### src/rtl/bitexp_pkg.sv
package bitexp_pkg;

  typedef enum logic {
    MODE_ZERO_INSERT = 1'b0,
    MODE_SIGNED_UNIT = 1'b1
  } expandMode_e;

  typedef struct packed {
    logic lead;
    logic trail;
  } pair_t;

  typedef struct packed {
    logic push;
    logic pop;
    logic emit;
    logic selTrail;
  } ctrlStrobes_t;

  function automatic pair_t encodeBit(input logic dataBit, input expandMode_e mode);
    pair_t sym;
    if (mode == MODE_SIGNED_UNIT) begin
      sym.lead  = ~dataBit;
      sym.trail = 1'b1;
    end else begin
      sym.lead  = dataBit;
      sym.trail = 1'b0;
    end
    return sym;
  endfunction

endpackage

### src/rtl/bitexp_ctrl.sv
module bitexp_ctrl
  import bitexp_pkg::*;
#(
  parameter int DEPTH = 4
) (
  input  logic         clk,
  input  logic         rst,
  input  logic         inValid,
  output logic         inReady,
  output ctrlStrobes_t strobes
);

  localparam int CNT_W = $clog2(DEPTH + 1);
  localparam logic [CNT_W-1:0] FULL_CNT = CNT_W'(DEPTH);

  logic [CNT_W-1:0] fillCount;
  logic             phaseTrail;

  always_comb begin
    strobes.emit     = (fillCount != '0);
    strobes.selTrail = phaseTrail;
    strobes.pop      = strobes.emit && phaseTrail;
    inReady          = (fillCount < FULL_CNT) || strobes.pop;
    strobes.push     = inValid && inReady;
  end

  always_ff @(posedge clk) begin
    if (rst) begin
      fillCount  <= '0;
      phaseTrail <= 1'b0;
    end else begin
      fillCount  <= fillCount + CNT_W'(strobes.push) - CNT_W'(strobes.pop);
      phaseTrail <= strobes.emit ? ~phaseTrail : 1'b0;
    end
  end

  // occupancy never passes the storage size
  p_no_overflow_r6: assert property (@(posedge clk) disable iff (rst)
    fillCount <= FULL_CNT);

  // a started symbol always finishes on the next cycle
  p_pair_follows_r4: assert property (@(posedge clk) disable iff (rst)
    (strobes.emit && !phaseTrail) |=> (strobes.emit && phaseTrail));

  // an accepted bit is on the line in the following cycle
  p_accept_shows_r10: assert property (@(posedge clk) disable iff (rst)
    strobes.push |=> strobes.emit);

  // an empty queue stays empty without a push
  p_idle_stays_r5: assert property (@(posedge clk) disable iff (rst)
    (!strobes.emit && !inValid) |=> !strobes.emit);

endmodule

### src/rtl/bitexp_datapath.sv
module bitexp_datapath
  import bitexp_pkg::*;
#(
  parameter int DEPTH = 4
) (
  input  logic         clk,
  input  logic         rst,
  input  ctrlStrobes_t strobes,
  input  logic         inBit,
  input  logic         inMode,
  output logic         outBit
);

  localparam int PTR_W = (DEPTH > 1) ? $clog2(DEPTH) : 1;
  localparam logic [PTR_W-1:0] LAST_SLOT = PTR_W'(DEPTH - 1);

  pair_t            symStore [DEPTH];
  logic [PTR_W-1:0] wrPtr;
  logic [PTR_W-1:0] rdPtr;
  pair_t            headSym;

  function automatic logic [PTR_W-1:0] nextPtr(input logic [PTR_W-1:0] p);
    return (p == LAST_SLOT) ? '0 : p + 1'b1;
  endfunction

  always_ff @(posedge clk) begin
    if (rst) begin
      wrPtr <= '0;
      rdPtr <= '0;
    end else begin
      if (strobes.push) wrPtr <= nextPtr(wrPtr);
      if (strobes.pop)  rdPtr <= nextPtr(rdPtr);
    end
  end

  always_ff @(posedge clk) begin
    if (strobes.push) symStore[wrPtr] <= encodeBit(inBit, expandMode_e'(inMode));
  end

  always_comb begin
    headSym = symStore[rdPtr];
    if (!strobes.emit)        outBit = 1'b0;
    else if (strobes.selTrail) outBit = headSym.trail;
    else                       outBit = headSym.lead;
  end

  // the head symbol stays put between its two bits
  p_hold_pair_r4: assert property (@(posedge clk) disable iff (rst)
    (strobes.emit && !strobes.selTrail) |=> $stable(rdPtr));

endmodule

### src/rtl/bit_expander.sv
module bit_expander
  import bitexp_pkg::*;
#(
  parameter int DEPTH = 4
) (
  input  logic clk,
  input  logic rst,
  input  logic in_valid,
  output logic in_ready,
  input  logic in_bit,
  input  logic in_mode,
  output logic out_valid,
  output logic out_bit
);

  ctrlStrobes_t strobes;

  bitexp_ctrl #(.DEPTH(DEPTH)) u_ctrl (
    .clk     (clk),
    .rst     (rst),
    .inValid (in_valid),
    .inReady (in_ready),
    .strobes (strobes)
  );

  bitexp_datapath #(.DEPTH(DEPTH)) u_dp (
    .clk     (clk),
    .rst     (rst),
    .strobes (strobes),
    .inBit   (in_bit),
    .inMode  (in_mode),
    .outBit  (out_bit)
  );

  assign out_valid = strobes.emit;

endmodule

### config.mk
export PLATFORM = sky130hd
export DESIGN_NAME = bit_expander
export DESIGN_NICKNAME = d
export VERILOG_FILES = /design/src/rtl/bitexp_pkg.sv /design/src/rtl/bitexp_ctrl.sv /design/src/rtl/bitexp_datapath.sv /design/src/rtl/bit_expander.sv
export SDC_FILE = /design/constraint.sdc
export NUM_CORES = 1
export LEC_CHECK = 0
export ABC_AREA = 0
export BUFFER_PORTS_ARGS = -buffer_cell sky130_fd_sc_hd__buf_2
export CAP_MARGIN = 20
export CELL_PAD_IN_SITES_DETAIL_PLACEMENT = 2
export CELL_PAD_IN_SITES_GLOBAL_PLACEMENT = 2
export CORE_UTILIZATION = 34
export CTS_CLUSTER_DIAMETER = 40
export CTS_CLUSTER_SIZE = 12
export DETAILED_ROUTE_END_ITERATION = 8
export PLACE_DENSITY = 0.74
export SLEW_MARGIN = 20
export SYNTH_ARGS = -nofsm -noshare
export SYNTH_HDL_FRONTEND = slang
export SYNTH_SLANG_ARGS = --single-unit
### constraint.sdc
create_clock -name clk -period 2.5 [get_ports clk]
set_input_delay 0.25 -clock clk [delete_from_list [all_inputs] [get_ports clk]]
set_output_delay 0.25 -clock clk [all_outputs]
set_load 0.03 [all_outputs]
==> impl_metrics.tcl <==
set metrics [dict create \
    status "completed" \
    cts_tree "built" \
    yosys_warnings 0 \
    num_rows 17 \
    cpPeakStageDelay_ns 0.41 \
    combPwrFrac 0.339 \
    power.share.clock 0.170 \
    reg2reg_from "u_ctrl.fillCount[2]$_SDFF_PP0_" \
    antennaDiodeCount 0 \
    min_period_ns 2.30 \
    yosysTopAreaCellShare 0.298 \
    p_int_uw 537 \
    cpMaxStageDelayCell "o31ai_2" \
    period_share 0.922 \
    power_uw 824 \
    whs_path_depth 1 \
    grt_max_degree 11 \
    clk_latency_ns 0.28 \
    core_area_mm2 0.00223 \
    cp_top_family "adder cells" \
    final_antenna_net_count 0 \
    drive_gt1_frac 0.237 \
    async_flop_share 0 \
    synthTopCellsByArea "edfxtp_1, dfxtp_1, ha_1" \
    portBuffers 7 \
    cts_buffers 3 \
    gp_congestion 0.660 \
    fin_ws_ns 0.196 \
    initial_core_util 0.361 \
    worstSetupPathType "reg2reg" \
    vias 494 \
    vias_per_cell 4.75 \
    r2r_end "u_ctrl.fillCount[2]$_SDFF_PP0_" \
    worst_r2r_path_depth 9 \
    htree_num_levels 1 \
    dieArea_mm2 0.00257 \
    worstMarginPinSlew_ns 0.387 \
    arrival_ns 2.48 \
    antenna_found_initial 0 \
    synth_area_per_cell_um2 12.4 \
    max_freq_ghz 0.434 \
    drt-pass1-iter-count 1 \
    fillers 250 \
    irDropWorstVdd_mv 0.448 \
    grt_pass1_vias 512 \
    final_nets 90 \
    setup_violations 0 \
    r2r_slack_ns 0.20 \
    clockBufferDepth 2 \
    drc 0 \
    synthFlopType "dfxtp_1" \
    cts_resized 0 \
    first_iter_violations 0 \
    required_ns 2.68 \
    drt-total-wl_mm 1.35 \
    cts_sinks 18 \
    synth-edff-count 8 \
    p_switching_uw 287 \
    holdPathEnd "u_dp.symStore[1][0]$_DFFE_PP_" \
    end_kind "flop" \
    clk_pin_slew_ns 0.10 \
    hold_viol_final 0 \
    dieHeight_um 50.7 \
    cts_hold_buffers 0 \
    cap_violations 0 \
    post-place-ws_ns 0.215 \
    grt_setup_unrepaired "false" \
    slew_violations 0 \
    syn-num-nets 78 \
    hold_path.class "in2reg" \
    syn_inst 65 \
    cp_num_buf_inv 2 \
    setup_tns_ns 0 \
    cts_root_buffer "clkbuf_4" \
    hpwl_mm 1.14 \
    yosysMostFrequentCell "dfxtp_1" \
    power.density_mw_per_mm2 913 \
    grt_pass1_wl_mm 2.30 \
    synth_seq_cells 18 \
    syn2layout_area_growth_pct 12.0 \
    synth_top_cell_by_area "edfxtp_1" \
    grt_usage 0.125 \
    wl_per_cell_um 13.0 \
    holdCritStartpoint "in_mode" \
    cp-start-kind "flop" \
    ys_types 22 \
    cp_cell_sequence "o31ai_2 -> inv_1 -> ha_1 -> inv_1 -> ha_1 -> fa_1 -> xnor2_1 -> xnor2_1 -> nor2_1" \
    pin_count 8 \
    startpoint "u_ctrl.fillCount[2]$_SDFF_PP0_" \
    synth_area_um2 806 \
    post-cts-setup-buffers 0 \
    max_slew_margin 0.741 \
    synthTopCellsByCount "dfxtp_1, edfxtp_1, inv_1, ha_1, and3_2" \
    finClkSkew_ns 0.00541 \
    path_max_fanout 4 \
    sw_frac_of_total 0.348 \
    seq_power_share 0.491 \
    p_leak_nw 0.382 \
    die_x_um 50.7 \
    ys_seq_area_frac 0.547 \
    grt_overflow 0 \
]
## layer usage
layer | GRT usage | routed length (um) | up-vias
met5 | 0 | 0 | -
met4 | 0.0556 | 8 | 0
met3 | 0.0273 | 33 | 2
met1 | 0.162 | 632 | 236
li1 | - | - | 251
met2 | 0.198 | 674 | 5
## cells by family after synthesis
kind of cell	Yosys count	share of synthesized area
flip-flops	18	0.547
AO/OA/AOI/OAI	7	0.0574
buffers and inverters	9	0.0419
adder cells (fa/ha/maj)	8	0.134
multiplexers	3	0.0683
AND/OR/NAND/NOR	17	0.120
XOR/XNOR	3	0.0326
## how the worst max path moves through the flow
stage / depth (start not counted) / endpoint / slack [ns]
floorplan: 10 / u_ctrl.fillCount[2]$_SDFF_PP0_ / 0.36
global route: 9 / u_ctrl.fillCount[2]$_SDFF_PP0_ / 0.05
global placement: 9 / u_ctrl.fillCount[2]$_SDFF_PP0_ / 0.29
CTS: 10 / u_ctrl.fillCount[2]$_SDFF_PP0_ / 0.18
detailed placement: 10 / u_ctrl.fillCount[2]$_SDFF_PP0_ / 0.22
finish: 9 / u_ctrl.fillCount[2]$_SDFF_PP0_ / 0.20
## layout by cell type, fill, tap and decap left out, types with 2 or more instances in the layout
master / synthesis / routed
a21oi_1: 3 / 3
and3_2: 4 / 4
buf_2: 0 / 7
clkbuf_4: 0 / 3
dfxtp_1: 10 / 10
edfxtp_1: 8 / 8
ha_1: 7 / 7
inv_1: 8 / 8
mux4_2: 2 / 2
nand2_1: 2 / 2
nor2_1: 3 / 3
nor2b_1: 3 / 3
nor3_1: 2 / 2
o21ai_0: 2 / 2
xnor2_1: 2 / 2
## power groups by stage
stage                     Clock (mW)  Sequential (mW)  Combinational [mW]
after floorplan                    0            0.400               0.215
after global placement             0            0.410               0.270
final                          0.140            0.404               0.279
after global routing           0.165            0.412               0.312
after detailed placement           0            0.412               0.287
after CTS                      0.145            0.405               0.288
## stage by stage
step | hold slack, ns | utilization | cells | cell area [um^2]
after floorplan | 0.319 | - | 65 | 806
after global routing | 0.200 | 0.404 | 104 | 902
after global placement | 0.489 | 0.392 | 100 | 876
final | 0.219 | 0.404 | 104 | 902
after CTS | 0.212 | 0.404 | 104 | 902
after detailed placement | 0.507 | 0.392 | 100 | 876
## worst reg2reg max path, delay by kind of cell (launching register included)
family          cells  cell delay (ns)
flops               1             0.36
buf+inv             2             0.18
fa+ha+maj           3             0.87
xor+xnor            2             0.33
compound gates      1             0.41
simple gates        1             0.06
## final cells by class
| type | count | area, um^2 | share of cell area |
|---|---|---|---|
| Clock buffer | 3 | 22.5 | 0.0250 |
| Clock inverter | 1 | 3.75 | 0.00416 |
| Inverter | 9 | 33.8 | 0.0374 |
| Multi-Input combinational cell | 38 | 332 | 0.368 |
| Sequential cell | 18 | 440 | 0.488 |
| Tap cell | 28 | 35.0 | 0.0388 |
| Timing Repair Buffer | 7 | 35.0 | 0.0388 |
Note: power is estimated with default switching activity, not from simulation.
